## src/rtl/nvm_ctl_pkg.sv

```systemverilog
// Shared encodings for the nonvolatile memory access control register.
// Assumes: an 8-bit register whose bit positions are fixed by software use.
package nvm_ctl_pkg;
    timeunit 1ns;
    timeprecision 1ps;

    typedef enum logic [1:0] {
        OP_NONE  = 2'b00,
        OP_READ  = 2'b01,
        OP_WRITE = 2'b10,
        OP_ERASE = 2'b11
    } nvm_op_e;

    typedef enum logic [1:0] {
        SP_DATA = 2'b00,
        SP_PROG = 2'b01,
        SP_CONF = 2'b10
    } nvm_space_e;

    localparam int unsigned REG_W    = 8;
    localparam int unsigned B_PROG   = 7;
    localparam int unsigned B_CONF   = 6;
    localparam int unsigned B_RSVD   = 5;
    localparam int unsigned B_ERASE  = 4;
    localparam int unsigned B_ERR    = 3;
    localparam int unsigned B_WEN    = 2;
    localparam int unsigned B_WSTART = 1;
    localparam int unsigned B_RSTART = 0;

    // Configuration select wins over program-space select.
    function automatic nvm_space_e decode_space(input logic prog, input logic conf);
        if (conf)      return SP_CONF;
        else if (prog) return SP_PROG;
        else           return SP_DATA;
    endfunction
endpackage

```

## src/rtl/nvm_cycle_timer.sv

```systemverilog
// Self-timed cycle counter. A start loads a length and busy stays high for
// exactly that many cycles; done marks the last one.
// Assumes: len_i >= 1, and start_i is only raised while idle.
module nvm_cycle_timer #(
    parameter int unsigned CNT_W = 4
) (
    input  logic             clk,
    input  logic             rst_n,
    input  logic             start_i,
    input  logic [CNT_W-1:0] len_i,
    output logic             busy_o,
    output logic             done_o
);
    timeunit 1ns;
    timeprecision 1ps;

    logic [CNT_W-1:0] cnt_q;
    logic             busy_q;

    // Load on start, count down while busy, drop busy after the last cycle.
    always_ff @(posedge clk) begin
        if (!rst_n) begin
            busy_q <= 1'b0;
            cnt_q  <= '0;
        end else if (start_i && !busy_q) begin
            busy_q <= 1'b1;
            cnt_q  <= len_i - CNT_W'(1);
        end else if (busy_q) begin
            if (cnt_q == '0) busy_q <= 1'b0;
            else             cnt_q  <= cnt_q - CNT_W'(1);
        end
    end

    assign busy_o = busy_q;
    assign done_o = busy_q && (cnt_q == '0);

    // the done strobe lasts one cycle and ends the busy period.
    a_r7_done_single: assert property (@(posedge clk) disable iff (!rst_n)
        done_o |=> !done_o);
    a_r7_done_ends_busy: assert property (@(posedge clk) disable iff (!rst_n)
        done_o |=> !busy_o);
    // the register never starts a second cycle while one runs.
    a_r5_start_when_idle: assert property (@(posedge clk) disable iff (!rst_n)
        start_i |-> !busy_o);
endmodule

```

## src/rtl/nvm_req_hold.sv

```systemverilog
// Captures operation and target at the start of a read or timed cycle and
// holds them for the memory side.
// Assumes: start_i and read_i are never high together.
module nvm_req_hold
    import nvm_ctl_pkg::*;
(
    input  logic       clk,
    input  logic       rst_n,
    input  logic       start_i,
    input  logic       read_i,
    input  logic       erase_i,
    input  logic       prog_i,
    input  logic       conf_i,
    input  logic       busy_i,
    input  logic       done_i,
    output nvm_op_e    op_o,
    output nvm_space_e space_o
);
    timeunit 1ns;
    timeprecision 1ps;

    nvm_op_e    op_q;
    nvm_space_e space_q;

    // Latch the request fields only when a new operation begins.
    always_ff @(posedge clk) begin
        if (!rst_n) begin
            op_q    <= OP_NONE;
            space_q <= SP_DATA;
        end else if (start_i) begin
            op_q    <= erase_i ? OP_ERASE : OP_WRITE;
            space_q <= decode_space(prog_i, conf_i);
        end else if (read_i) begin
            op_q    <= OP_READ;
            space_q <= decode_space(prog_i, conf_i);
        end
    end

    assign op_o    = op_q;
    assign space_o = space_q;

    // request fields are steady through a timed cycle.
    a_r8_req_stable: assert property (@(posedge clk) disable iff (!rst_n)
        (busy_i && !done_i) |=> ($stable(op_o) && $stable(space_o)));
    // an accepted read presents the read code.
    a_r3_read_code: assert property (@(posedge clk) disable iff (!rst_n)
        read_i |=> (op_o == OP_READ));
endmodule

```

## src/rtl/nvm_ctl_bits.sv

```systemverilog
// Register bits: software writes, start-bit acceptance, hardware clears and
// the abort error flag.
// Assumes: busy_i/done_i come from the cycle timer; erase_done_i is done_i
// qualified by an erase operation.
module nvm_ctl_bits
    import nvm_ctl_pkg::*;
(
    input  logic             clk,
    input  logic             rst_n,
    input  logic             wr_en_i,
    input  logic [REG_W-1:0] wdata_i,
    input  logic             busy_i,
    input  logic             done_i,
    input  logic             erase_done_i,
    output logic [REG_W-1:0] rdata_o,
    output logic             start_o,
    output logic             read_o,
    output logic             rd_pulse_o
);
    timeunit 1ns;
    timeprecision 1ps;

    logic prog_q, conf_q, free_q, err_q, wen_q, wr_q, rd_q;

    // Acceptance of the two start requests in the current access.
    assign start_o = wr_en_i && wdata_i[B_WSTART] && wen_q && !busy_i;
    assign read_o  = wr_en_i && wdata_i[B_RSTART] && !wdata_i[B_PROG]
                     && !busy_i && !start_o;

    // Space selects survive reset, so reset does not touch them.
    always_ff @(posedge clk) begin
        if (rst_n && wr_en_i) begin
            prog_q <= wdata_i[B_PROG];
            conf_q <= wdata_i[B_CONF];
        end
    end

    // Error flag: set by a reset that aborts a cycle, cleared by completion.
    always_ff @(posedge clk) begin
        if (!rst_n) begin
            if (busy_i) err_q <= 1'b1;
        end else if (done_i) begin
            err_q <= 1'b0;
        end else if (wr_en_i) begin
            err_q <= wdata_i[B_ERR];
        end
    end

    // Write enable follows software and is cleared by reset.
    always_ff @(posedge clk) begin
        if (!rst_n)       wen_q <= 1'b0;
        else if (wr_en_i) wen_q <= wdata_i[B_WEN];
    end

    // Erase mode follows software; an erase completion clears it.
    always_ff @(posedge clk) begin
        if (!rst_n)            free_q <= 1'b0;
        else if (erase_done_i) free_q <= 1'b0;
        else if (wr_en_i)      free_q <= wdata_i[B_ERASE];
    end

    // Write start: set only on acceptance, cleared only by completion.
    always_ff @(posedge clk) begin
        if (!rst_n)       wr_q <= 1'b0;
        else if (start_o) wr_q <= 1'b1;
        else if (done_i)  wr_q <= 1'b0;
    end

    // Read start: one cycle high after an accepted read.
    always_ff @(posedge clk) begin
        if (!rst_n) rd_q <= 1'b0;
        else        rd_q <= read_o;
    end

    // Read-back assembly; the unused position is tied low.
    always_comb begin
        rdata_o           = '0;
        rdata_o[B_PROG]   = prog_q;
        rdata_o[B_CONF]   = conf_q;
        rdata_o[B_RSVD]   = 1'b0;
        rdata_o[B_ERASE]  = free_q;
        rdata_o[B_ERR]    = err_q;
        rdata_o[B_WEN]    = wen_q;
        rdata_o[B_WSTART] = wr_q;
        rdata_o[B_RSTART] = rd_q;
    end

    assign rd_pulse_o = rd_q;

    // software cannot clear write start; completion does.
    a_r2_wr_holds: assert property (@(posedge clk) disable iff (!rst_n)
        (wr_q && !done_i) |=> wr_q);
    a_r2_wr_clears: assert property (@(posedge clk) disable iff (!rst_n)
        done_i |=> !wr_q);
    // read start is a single-cycle pulse.
    a_r3_rd_one_cycle: assert property (@(posedge clk) disable iff (!rst_n)
        rd_q |=> !rd_q);
    // no read start while program space is selected.
    a_r4_rd_not_prog: assert property (@(posedge clk) disable iff (!rst_n)
        rd_q |-> !prog_q);
    // an erase completion clears erase mode.
    a_r6_erase_clears_free: assert property (@(posedge clk) disable iff (!rst_n)
        erase_done_i |=> !free_q);
    // completion clears the error flag.
    a_r11_done_clears_err: assert property (@(posedge clk) disable iff (!rst_n)
        done_i |=> !err_q);
    // reset during a cycle flags the error.
    a_r9_abort_sets_err: assert property (@(posedge clk)
        (!rst_n && busy_i) |=> err_q);
    // reset clears the enable, mode and start bits.
    a_r10_reset_clears: assert property (@(posedge clk)
        !rst_n |=> (!wen_q && !free_q && !wr_q && !rd_q));
endmodule

```

## src/rtl/nvm_ctl_reg.sv

```systemverilog
// Top of the nonvolatile memory access control register: register bits,
// request capture and the self-timed cycle counter.
// Assumes: WRITE_CYCLES and ERASE_CYCLES are both at least 1.
module nvm_ctl_reg
    import nvm_ctl_pkg::*;
#(
    parameter int unsigned WRITE_CYCLES = 16,
    parameter int unsigned ERASE_CYCLES = 40
) (
    input  logic       clk,
    input  logic       rst_n,
    input  logic       reg_wr_en,
    input  logic [7:0] reg_wdata,
    output logic [7:0] reg_rdata,
    output logic       mem_req,
    output logic [1:0] mem_op,
    output logic [1:0] mem_space,
    output logic       mem_busy,
    output logic       mem_done
);
    timeunit 1ns;
    timeprecision 1ps;

    localparam int unsigned MAX_CYC = (ERASE_CYCLES > WRITE_CYCLES) ? ERASE_CYCLES : WRITE_CYCLES;
    localparam int unsigned CNT_W   = $clog2(MAX_CYC + 1);
    localparam logic [CNT_W-1:0] WR_LEN = CNT_W'(WRITE_CYCLES);
    localparam logic [CNT_W-1:0] ER_LEN = CNT_W'(ERASE_CYCLES);

    logic             start, read_go, rd_pulse, busy, done, erase_done;
    logic [CNT_W-1:0] cyc_len;
    nvm_op_e          op_q;
    nvm_space_e       space_q;

    // Cycle length picked from the erase mode being written with the start.
    assign cyc_len    = reg_wdata[B_ERASE] ? ER_LEN : WR_LEN;
    assign erase_done = done && (op_q == OP_ERASE);

    nvm_ctl_bits i_bits (
        .clk          (clk),
        .rst_n        (rst_n),
        .wr_en_i      (reg_wr_en),
        .wdata_i      (reg_wdata),
        .busy_i       (busy),
        .done_i       (done),
        .erase_done_i (erase_done),
        .rdata_o      (reg_rdata),
        .start_o      (start),
        .read_o       (read_go),
        .rd_pulse_o   (rd_pulse)
    );

    nvm_req_hold i_hold (
        .clk     (clk),
        .rst_n   (rst_n),
        .start_i (start),
        .read_i  (read_go),
        .erase_i (reg_wdata[B_ERASE]),
        .prog_i  (reg_wdata[B_PROG]),
        .conf_i  (reg_wdata[B_CONF]),
        .busy_i  (busy),
        .done_i  (done),
        .op_o    (op_q),
        .space_o (space_q)
    );

    nvm_cycle_timer #(.CNT_W(CNT_W)) i_timer (
        .clk     (clk),
        .rst_n   (rst_n),
        .start_i (start),
        .len_i   (cyc_len),
        .busy_o  (busy),
        .done_o  (done)
    );

    assign mem_req   = busy | rd_pulse;
    assign mem_op    = op_q;
    assign mem_space = space_q;
    assign mem_busy  = busy;
    assign mem_done  = done;

    // reset removes any pending request on the next edge.
    a_r9_reset_drops_req: assert property (@(posedge clk)
        !rst_n |=> !mem_req);
    // a read request never overlaps a timed cycle.
    a_r3_read_not_busy: assert property (@(posedge clk) disable iff (!rst_n)
        rd_pulse |-> !busy);
endmodule

```

## config.mk

```make
export PLATFORM = sky130hd
export DESIGN_NAME = nvm_ctl_reg
export DESIGN_NICKNAME = d
export VERILOG_FILES = /design/src/rtl/nvm_ctl_pkg.sv /design/src/rtl/nvm_cycle_timer.sv /design/src/rtl/nvm_req_hold.sv /design/src/rtl/nvm_ctl_bits.sv /design/src/rtl/nvm_ctl_reg.sv
export SDC_FILE = /design/constraint.sdc
export NUM_CORES = 1
export LEC_CHECK = 0
export BUFFER_PORTS_ARGS = -buffer_cell sky130_fd_sc_hd__buf_4
export CELL_PAD_IN_SITES_DETAIL_PLACEMENT = 0
export CELL_PAD_IN_SITES_GLOBAL_PLACEMENT = 1
export CORE_MARGIN = 1.5
export CORE_UTILIZATION = 39
export DETAILED_ROUTE_END_ITERATION = 7
export PLACE_DENSITY_LB_ADDON = 0.1
export REMOVE_ABC_BUFFERS = 1
export SYNTH_ARGS = -nofsm -noshare
export SYNTH_HDL_FRONTEND = slang
export SYNTH_SLANG_ARGS = --single-unit
export TNS_END_PERCENT = 30
```

## constraint.sdc

```tcl
create_clock -name clk -period 2.57 [get_ports clk]
set_clock_uncertainty 0.2 [all_clocks]
set_input_delay 0.6425 -clock clk [delete_from_list [all_inputs] [get_ports clk]]
set_output_delay 0.6425 -clock clk [all_outputs]
set_load 0.01 [all_outputs]
```

==> After elaboration in Yosys (flattened, before gate mapping) <==
Index checks and enable logic that the tools add are counted.
{ "classes": {"n_addsub": 2, "eq_ne": 3, "n_mux": 20, "bitwise_logic": 2, "reduce_logical": 22} }
{ "ops": {"columns": ["cell", "count"], "rows": [
  ["$mux 6", 4],
  ["$sub 6x1->6 const B", 2],
  ["$logic_and 1x1->1", 11],
  ["$mux 1", 11],
  ["$mux 2", 5],
  ["$reduce_bool 2->1", 4],
  ["$logic_not 6->1", 1],
  ["$reduce_and 2->1", 2],
  ["$logic_not 1->1", 3],
  ["$ne 3x1->1 const B", 1],
  ["$eq 2x2->1 const B", 1],
  ["$ne 2x1->1 const B", 1],
  ["$reduce_or 2->1", 1],
  ["$not 1->1", 1],
  ["$or 1x1->1", 1]
]} }
{ "word_totals": {"reg_bits": 18, "inputBits": 11, "out_inout_bits": 15, "wordCells": 60} }

==> Depth between registers and ports, before layout <==
Gate-level depths: netlist of run 1.
{ "depth": {"depth_word": 7, "mapped_depth": 7, "depth_no_buf": 6} }

==> Hierarchy <==
From an unflattened synthesis of run 1, not the netlist that was laid out.
{ "hier_totals": {"hier_cells": 116, "hier_area_um2": 1058.5} }
{ "modules_own_cells": {"columns": ["mod", "instances", "cells_each", "area_per_inst_um2", "seq_area_each_um2"], "rows": [
  ["nvm_cycle_timer", 1, 63, 529.3, 140.1],
  ["nvm_ctl_bits", 1, 34, 354.1, 170.2],
  ["nvm_req_hold", 1, 15, 155.1, 80.1],
  ["nvm_ctl_reg", 1, 4, 20.0, 0.0]
]} }

==> Worst setup path after synthesis of run 1 <==
OpenSTA, ideal clock, no wires.
{ "synth_timing": {"path_kind": "input to register", "start": "in reg_wr_en", "end": "reg i_timer.cnt_q[4]", "setup_time_ns": 0.086, "arrival_time_ns": 1.622, "required_ns": 2.284, "path_slack_ns": 0.663, "cell_stages": 6, "n_path_buf": 1, "cell_sequence": "nand4b_2 > buf_2 > nand2_1 > ha_1 > and4_2 > a211oi_1"} }
{ "synth_between": {"elab_chain_len": 6, "word_cells_on_any_way": 8, "classes_between": "eq/ne (1); mux (1); reduce/logical (6)"} }
{ "synth_rtl": {"columns": ["item", "line", "rtl"], "rows": [
  ["start: declaration", "nvm_ctl_reg.sv:12", "input logic reg_wr_en,"],
  ["$logic_and 1x1->1 (*) (3 in a row)", "nvm_ctl_bits.sv:26", "assign start_o = wr_en_i && wdata_i[B_WSTART] && wen_q && !busy_i;"],
  ["$logic_and 1x1->1 (*)", "nvm_cycle_timer.sv:25", "end else if (start_i && !busy_q) begin"],
  ["$ne 2x1->1 (no source line) or $reduce_bool 2->1 (tied branches)", null, null],
  ["$reduce_and 2->1 (no source line)", null, null],
  ["end signal: assignment", "nvm_cycle_timer.sv:27", "cnt_q <= len_i - CNT_W'(1);"],
  ["end signal: assignment", "nvm_cycle_timer.sv:30", "else cnt_q <= cnt_q - CNT_W'(1);"],
  ["end: declaration", "nvm_cycle_timer.sv:17", "logic [CNT_W-1:0] cnt_q;"]
]} }
Mark *: on every way between the ends. The rest lies on a longest branch, timed or not.
A chain may end at the register's enable or synchronous reset.

==> Final worst setup path of run 1 <==
{ "layout_timing": {"start": "reg i_timer.cnt_q[4]", "end": "out mem_done"} }
{ "layout_between": {"elab_chain_len": 2} }
{ "layout_rtl": {"columns": ["item", "line", "rtl"], "rows": [
  ["$logic_not 6->1", "nvm_cycle_timer.sv:35", "assign done_o = busy_q && (cnt_q == '0);"],
  ["$logic_and 1x1->1", "nvm_cycle_timer.sv:35", null],
  ["end: declaration", "nvm_ctl_reg.sv:19", "output logic mem_done"]
]} }
Every way passes these cells.

==> impl_metrics.csv, run 1 <==
group,metric,value,unit
run_status,status,"finished, final reports clean",
setup_path,reg2reg_depth,5,
logic_synthesis,synth_top_cell_area_share,0.3380,
clock_network,cts-root-buf,"clkbuf_4",
pwr,leakage,0.4724,nW
clock_network,cts_max_level,1,
finish,drive_above_1_share,0.3153,
routing,drt-met1-wl,866,um
setup_path,critical_path_arrival,1.49,ns
routing,met3_wirelength,87,um
finish,num_antenna_cells,0,
setup_path,end_kind,"primary output",
timing,period_minus_slack,2.335,ns
pwr,max-vdd-ir-drop,0.0004161,V
clock_network,numCtsBuffers,3,
finish,fin_nets,124,
min_path,min_to,"i_bits.wr_q",
timing,tns,0,ns
logic_synthesis,synth_cell_type_count,38,
job,max_cap_viol_count,0,
routing,routed_wl,1806,um
timing,max_freq,428.3,MHz
timing,rsz0062_at_grt,"no",
logic_synthesis,synth_common_cells,"dfxtp_1, nand2_1, buf_4, nor2_1",
timing,setup_viol,0,
clock_network,clock_latency,0.30,ns
place,hpwl,1305,um
clock_network,post_cts_buffers,0,
min_path,hold_path_startpoint,"i_bits.wr_q",
clock_network,path_clk_slew,0.11,ns
min_path,hold-path-cell-count,2,
place,place_congestion,0.6872,
routing,drtPass1Iterations,4,
setup_path,r2r_slack,0.74,ns
min_path,min_path_type,"flip-flop to flip-flop",
floorplanning,die_h,50.73,um
routing,avgRoutedWirePerCell,12.99,um
global_routing,grt_pass1_wl,3036,um
routing,routed_via_density,5.108,
place,io_buffers,23,
setup_path,r2r-start,"i_timer.busy_o",
place,place_area,1030,um^2
routing,vias,710,
global_routing,grt_usage,0.1638,
timing,final_max_slew_viol_count,0,
global_routing,grt_max_degree,19,
clock_network,cts_num_sinks,18,
setup_path,critical_path_required,1.73,ns
logic_synthesis,synth_ff_type,"dfxtp_1",
pwr,power_density,504.0,nW/um^2
logic_synthesis,yosys-top-cells-area,"dfxtp_1, edfxtp_1, buf_4",
floorplanning,rows,17,
global_routing,grt.overflow.total,0,
floorplanning,io_pins,26,
global_routing,antenna_found_initial,0,
routing,highest_layer,"met4",
logic_synthesis,postSynthAreaPerCell,9.451,um^2
routing,final_antenna_net_count,0,
setup_path,start_kind,"flip-flop",
clock_network,clockBufferDepth,2,
clock_network,cts_tree,"done",
timing,finalHoldViolCount,0,
floorplanning,die_area,2573,um^2
routing,first_iter_violations,9,
logic_synthesis,yosysMostFrequentCell,"dfxtp_1",
setup_path,worst_r2r_endpoint,"i_timer.cnt_q[4]",
routing,wl_met2,815,um
setup_path,crit_type,"flip-flop to primary output",
logic_synthesis,synth_edf_count,3,
logic_synthesis,ys_seq_elements,18,
finish,finalInstanceArea,1056,um^2
floorplanning,start_util,0.4055,
global_routing,grt_pass1_vias,658,
routing,drcViolationCount,0,
logic_synthesis,synth_top_area_cell,"dfxtp_1",
timing,period_share,0.9085,
floorplanning,core,2191,um^2
logic_synthesis,synthCells,94,
logic_synthesis,yosysSeqAreaShare,0.4394,
logic_synthesis,synth_warnings,0,
logic_synthesis,synth_area,888.4,um^2
setup_path,cp_max_fo,6,
clock_network,ctsResizeCount,0,
finish,fillers,228,
logic_synthesis,async_flop_share,0,
floorplanning,die_w,50.73,um
clock_network,hold_buffers,0,
finish,syn_to_final_growth,18.87,%
==> stage by stage <==
step	instances	setup WS, ns	utilization	total power (W)	hold slack [ns]
after floorplan	83	0.7537	-	0.0003507	0.2792
after global placement	135	0.5618	0.4700	0.0003879	0.2448
after detailed placement	135	0.5700	0.4700	0.0003892	0.2464
after CTS	139	0.2223	0.4820	0.0005397	0.2620
after global routing	139	0.09428	0.4820	0.0005570	0.3097
final	139	0.2351	0.4820	0.0005322	0.2578
==> worst max path at each step <==
stage | start | to | slack [ns] | depth (start not counted)
global route | i_timer.cnt_q[4] | mem_done | 0.09 | 4
global placement | i_timer.cnt_q[4] | mem_done | 0.56 | 4
floorplan | reg_wr_en | i_timer.cnt_q[4] | 0.75 | 5
finish | i_timer.cnt_q[4] | mem_done | 0.24 | 4
CTS | i_timer.cnt_q[4] | mem_done | 0.22 | 4
detailed placement | i_timer.cnt_q[4] | mem_done | 0.57 | 4
==> metal layers <==
| layer | vias up | track usage |
|---|---|---|
| met2 | 17 | 0.2500 |
| met4 | 0 | 0.08108 |
| met5 | - | 0 |
| met3 | 4 | 0.05655 |
| met1 | 328 | 0.2048 |
| li1 | 361 | - |
==> placed cells by master (no fill, tap or decap), types with 2 or more instances in the layout <==
cell,netlist,layout
a21boi_0,4,4
a21boi_1,2,2
a21oi_1,4,4
and2_1,2,2
and3_1,3,3
buf_4,8,24
clkbuf_4,0,3
dfxtp_1,15,15
edfxtp_1,3,3
nand2_1,13,13
nand3_1,2,2
nor2_1,5,5
nor2b_1,2,2
o211ai_1,2,2
o21ai_0,4,4
==> logic make-up (layout without fill, tap and decap cells) <==
| group | after synthesis | count (layout) | synth area share |
|---|---|---|---|
| simple gates | 35 | 35 | 0.2366 |
| compound gates | 24 | 24 | 0.1901 |
| flops | 18 | 18 | 0.4394 |
| buf+inv | 13 | 30 | 0.09154 |
| mux | 2 | 2 | 0.02394 |
| fa+ha+maj | 1 | 1 | 0.01408 |
| other cells | 1 | 1 | 0.004221 |
==> cell type report <==
type / count / area [um^2] / area share
Multi-Input combinational cell: 63 / 416.7 / 0.3946
Clock buffer: 4 / 26.28 / 0.02488
Inverter: 2 / 7.507 / 0.007109
Timing Repair Buffer: 24 / 180.2 / 0.1706
Sequential cell: 18 / 390.4 / 0.3697
Tap cell: 28 / 35.03 / 0.03318
==> critical path, cell delays in order (launching register included) <==
cell and delay, ns:
dfxtp_1 0.39, nor4_4 0.39, nand3_1 0.20, inv_2 0.10, buf_4 0.12
==> registers in the layout (all words and copies together) (netlist names) <==
register / flops
i_timer.cnt_q: 6
i_hold.op_o: 2
i_bits.prog_q: 1
i_bits.rd_pulse_o: 1
i_bits.free_q: 1
i_timer.busy_o: 1
i_hold.space_o: 2
i_bits.conf_q: 1
i_bits.err_q: 1
i_bits.wr_q: 1
i_bits.wen_q: 1
==> report_power, final <==
part / total (W) / switching [W] / internal [W]
Combinational: 0.0000740 / 0.0000350 / 0.0000390
Sequential: 0.000308 / 0.00000985 / 0.000298
Clock: 0.000150 / 0.0000898 / 0.0000605
Total: 0.000532 / 0.000135 / 0.000398
Note: power is estimated with default switching activity, not from simulation.
==> run 2, diff against run 1 <==
--- a/config.mk
+++ b/config.mk
@@ -8,6 +8,7 @@
 export BUFFER_PORTS_ARGS = -buffer_cell sky130_fd_sc_hd__buf_4
 export CELL_PAD_IN_SITES_DETAIL_PLACEMENT = 0
 export CELL_PAD_IN_SITES_GLOBAL_PLACEMENT = 1
+export CORE_ASPECT_RATIO = 1.2
 export CORE_MARGIN = 1.5
 export CORE_UTILIZATION = 39
 export DETAILED_ROUTE_END_ITERATION = 7
==> impl_metrics.csv, run 2 (same netlist as run 1, synthesis figures left out) <==
group,metric,value,unit
run_status,status,"finished, final reports clean",
clock_network,cts_num_sinks,18,
floorplanning,die_area,2574,um^2
routing,drcViolationCount,0,
timing,period_minus_slack,2.334,ns
timing,rsz0062_at_grt,"no",
clock_network,ctsResizeCount,0,
floorplanning,core,2095,um^2
routing,final_antenna_net_count,0,
min_path,min_to,"i_bits.wr_q",
timing,period_share,0.9081,
setup_path,worst_r2r_endpoint,"i_timer.cnt_q[4]",
setup_path,crit_type,"flip-flop to primary output",
min_path,min_path_type,"flip-flop to flip-flop",
clock_network,numCtsBuffers,3,
routing,first_iter_violations,8,
finish,fin_nets,124,
setup_path,critical_path_arrival,1.49,ns
setup_path,r2r_slack,0.58,ns
timing,setup_viol,0,
routing,routed_wl,1813,um
global_routing,grt_usage,0.1621,
global_routing,grt_max_degree,19,
finish,drive_above_1_share,0.3153,
min_path,hold-path-cell-count,2,
setup_path,start_kind,"flip-flop",
finish,layout_commonest_cell,"buf_4",
min_path,hold_path_startpoint,"i_bits.wr_q",
pwr,leakage,0.4728,nW
place,hpwl,1315,um
setup_path,end_kind,"primary output",
floorplanning,rows,18,
routing,routed_via_density,5.078,
global_routing,grt.overflow.total,0,
finish,largest_reg_flops,6,
clock_network,clockBufferDepth,2,
global_routing,grt_pass1_vias,660,
setup_path,cp_max_fo,6,
routing,avgRoutedWirePerCell,12.86,um
global_routing,grt_pass1_wl,3077,um
clock_network,clock_latency,0.28,ns
job,max_cap_viol_count,0,
routing,vias,716,
clock_network,cts_tree,"done",
finish,num_antenna_cells,0,
place,place_congestion,0.8072,
clock_network,post_cts_buffers,0,
floorplanning,die_w,46.57,um
setup_path,critical-path-max-stage-delay,0.40,ns
setup_path,r2r-start,"i_timer.busy_o",
setup_path,reg2reg_depth,5,
timing,setup_slack,0.2361,ns
setup_path,crit_chain,"nor4_4 -> nand3_1 -> inv_2 -> buf_4",
timing,tns,0,ns
clock_network,hold_buffers,0,
setup_path,critical_path_required,1.73,ns
setup_path,cp_slowest_cell,"dfxtp_1",
pwr,power_density,491.7,nW/um^2
clock_network,cts_max_level,1,
timing,finalHoldViolCount,0,
floorplanning,io_pins,26,
place,io_buffers,23,
clock_network,cts-root-buf,"clkbuf_4",
floorplanning,die_h,55.28,um
routing,drtPass1Iterations,4,
timing,whs,0.2602,ns
clock_network,path_clk_slew,0.10,ns
place,preCtsSetupSlack,0.5395,ns
finish,final_cell_mix,"buf_4, dfxtp_1, nand2_1",
pwr,max-vdd-ir-drop,0.0002858,V
finish,top_register,"i_timer.cnt_q",
floorplanning,start_util,0.4241,
timing,max_freq,428.5,MHz
timing,final_max_slew_viol_count,0,
global_routing,antenna_found_initial,0,
finish,syn_to_final_growth,19.16,%
finish,utilization,0.5054,
run 2: changes by cell type in the layout (fill, tap and decap cells not counted), sizes merged:
cell    before  now
clkbuf       4    3
clkinv       0    1
run 2: worst max path at each step:
stage	depth (start not counted)	startpoint	slack [ns]	end
after floorplan	5	reg_wr_en	0.75	i_timer.cnt_q[4]
after global placement	6	reg_wr_en	0.56	i_timer.cnt_q[4]
after detailed placement	6	reg_wr_en	0.54	i_timer.cnt_q[4]
after CTS	4	i_timer.cnt_q[4]	0.23	mem_done
after global routing	4	i_timer.cnt_q[4]	0.13	mem_done
final	4	i_timer.cnt_q[4]	0.24	mem_done
run 2: worst max-delay path: cells and delay by family, from the launching register on:
family	cells	cell delay (ns)
DFF	1	0.40
and+or+nand+nor	2	0.59
buffers and inverters	2	0.22
run 2: through the flow:
stage | power, W | cell area, um^2 | std cells
after global placement | 0.0003877 | 1032 | 137
after detailed placement | 0.0003886 | 1032 | 137
after floorplan | 0.0003507 | 814.5 | 83
after CTS | 0.0005314 | 1059 | 141
after global routing | 0.0005513 | 1059 | 141
final | 0.0005204 | 1059 | 141
run 2: per-layer routing:
metal | GRT usage | vias to the layer above | part of all wire
met3 | 0.02941 | 2 | 0.047
met4 | 0.06122 | 0 | 0.0072
met1 | 0.2107 | 331 | 0.46
li1 | - | 363 | -
met5 | 0 | - | 0
met2 | 0.2579 | 20 | 0.48
run 2: power by group:
group          leakage (nW)  total [W]  internal [W]  switching (W)
sequential            0.150   0.000308      0.000298      0.0000100
clock                0.0154   0.000139     0.0000563      0.0000823
combinational         0.308  0.0000738     0.0000389      0.0000348
run 2: layout make-up:
class	count	area [um^2]
Tap cell	30	37.54
Sequential cell	18	390.4
Timing Repair Buffer	24	180.2
Fill cell	225	1036
Clock buffer	3	22.52
Clock inverter	1	3.754
Multi-Input combinational cell	63	416.7
Inverter	2	7.507
==> run 3, diff against run 2 <==
==> constraint.sdc (replaced) <==
create_clock -name clk -period 2.8 [get_ports clk]
set_clock_uncertainty 0.2 [all_clocks]
set_input_delay 0.7 -clock clk [delete_from_list [all_inputs] [get_ports clk]]
set_output_delay 0.7 -clock clk [all_outputs]
set_load 0.01 [all_outputs]
==> impl_metrics.csv, run 3 (same netlist as run 1, synthesis figures left out) <==
group,metric,value,unit
setup_path,start_kind,"flip-flop",
pwr,p_sw_frac,0.2356,
clock_network,cts_tree,"done",
clock_network,cts_num_sinks,18,
routing,routed_wl,1794,um
pwr,p_comb_frac,0.133,
clock_network,post_cts_buffers,0,
place,io_buffers,23,
setup_path,startpoint,"i_timer.cnt_q[4]",
routing,final_antenna_net_count,0,
timing,period_minus_slack,2.377,ns
global_routing,antenna_found_initial,0,
place,preCtsSetupSlack,0.7266,ns
setup_path,worst_r2r_endpoint,"i_timer.cnt_q[4]",
finish,register_area,390.4,um^2
finish,multi_input_area,416.7,um^2
finish,fillers,222,
routing,first_iter_violations,9,
clock_network,cts_max_level,1,
global_routing,grt_usage,0.1602,
clock_network,ctsResizeCount,0,
place,place_congestion,0.8231,
floorplanning,die_w,46.57,um
clock_network,numCtsBuffers,3,
place,hpwl,1303,um
routing,vias,714,
floorplanning,die_h,55.28,um
setup_path,critical_path_arrival,1.48,ns
floorplanning,rows,18,
global_routing,grt.overflow.total,0,
setup_path,critical-path-max-stage-delay,0.39,ns
setup_path,critical_path_required,1.90,ns
floorplanning,die_area,2574,um^2
floorplanning,io_pins,26,
floorplanning,core,2095,um^2
timing,period_share,0.8488,
timing,finalHoldViolCount,0,
pwr,max-vdd-ir-drop,0.0002975,V
setup_path,critical_path_buf_inv_count,2,
global_routing,grt_pass1_vias,687,
pwr,leakage,0.4784,nW
finish,fin_nets,124,
global_routing,grt_max_degree,19,
pwr,p_switching,0.0001197,W
routing,drtPass1Iterations,4,
routing,routed_via_density,5.064,
setup_path,crit_path_end,"mem_done",
finish,final_cell_mix,"buf_4, dfxtp_1, nand2_1",
finish,top_register,"i_timer.cnt_q",
pwr,clockPowerShare,0.311,
routing,avgRoutedWirePerCell,12.72,um
clock_network,hold_buffers,0,
finish,largest_reg_flops,6,
timing,setup_slack,0.4234,ns
setup_path,cp_max_fo,6,
global_routing,grt_pass1_wl,3015,um
pwr,sequentialPowerShare,0.556,
setup_path,crit_chain,"nor4_4 -> nand3_1 -> inv_2 -> buf_4",
clock_network,cts-root-buf,"clkbuf_4",
job,max_cap_viol_count,0,
finish,drive_above_1_share,0.3243,
setup_path,reg2reg_depth,5,
finish,layout_commonest_cell,"buf_4",
setup_path,r2r-start,"i_timer.busy_o",
min_path,min_path_type,"flip-flop to flip-flop",
clock_network,path_clk_slew,0.10,ns
routing,drcViolationCount,0,
setup_path,end_kind,"primary output",
clock_network,clockBufferDepth,2,
setup_path,crit_type,"flip-flop to primary output",
timing,rsz0062_at_grt,"no",
setup_path,path_depth,4,
timing,final_max_slew_viol_count,0,
finish,num_antenna_cells,0,
pwr,power_density,475.6,nW/um^2
run_status,status,"finished, final reports clean",
min_path,hold_path_startpoint,"i_bits.wr_q",
finish,utilization,0.5102,
clock_network,clock_latency,0.28,ns
timing,max_freq,420.8,MHz
floorplanning,start_util,0.4241,
pwr,p_int,0.0003884,W
timing,tns,0,ns
setup_path,r2r_slack,0.86,ns
setup_path,cp_top_family,"simple AND/OR/NAND/NOR gates",
timing,setup_viol,0,
finish,syn_to_final_growth,20.28,%
setup_path,cp_slowest_cell,"dfxtp_1",
## run 3: through the flow
stage	cell area [um^2]	power, W	hold WS (ns)	instances
2_1_floorplan	814.5	0.0003219	0.2792	83
3_3_place_gp	1032	0.0003559	0.2432	137
3_5_place_dp	1032	0.0003567	0.2476	137
4_1_cts	1069	0.0005191	0.2631	141
5_1_grt	1069	0.0005381	0.2794	141
6_report	1069	0.0005082	0.2593	141
## run 3: worst register-to-register path, cell delays in order, from the launching register on
cell	delay [ns]
dfxtp_1	0.60
nand4b_2	0.31
nand2_1	0.08
ha_1	0.25
and4_2	0.24
a211oi_1	0.19
## run 3: cell type report
class | instances | area share
multi-input cells | 63 | 0.3899
flip-flops and latches | 18 | 0.3653
repair buffers | 24 | 0.1686
well taps | 30 | 0.03513
clock buffers | 4 | 0.03396
inverters | 2 | 0.007026
## run 3: power by group through the flow
stage	Clock (W)	Combinational (W)	Sequential, W
floorplan	0	0.0000313	0.000291
global placement	0	0.0000678	0.000288
detailed placement	0	0.0000682	0.000289
CTS	0.000168	0.0000685	0.000282
global route	0.000179	0.0000756	0.000284
finish	0.000158	0.0000676	0.000282
## run 3: layer usage
layer,wire [um],vias to the layer above,global-route usage
met5,0,-,0
met4,13,0,0.08163
met3,113,2,0.02614
met2,912,20,0.2579
met1,754,333,0.1963
li1,-,359,-
## run 3: worst min-delay path by stage
stage | end | cells past startpoint
floorplan | i_bits.wr_q | 2
global placement | i_bits.wr_q | 2
detailed placement | i_bits.wr_q | 2
CTS | i_bits.wr_q | 2
global route | i_bits.wr_q | 2
finish | i_bits.wr_q | 2
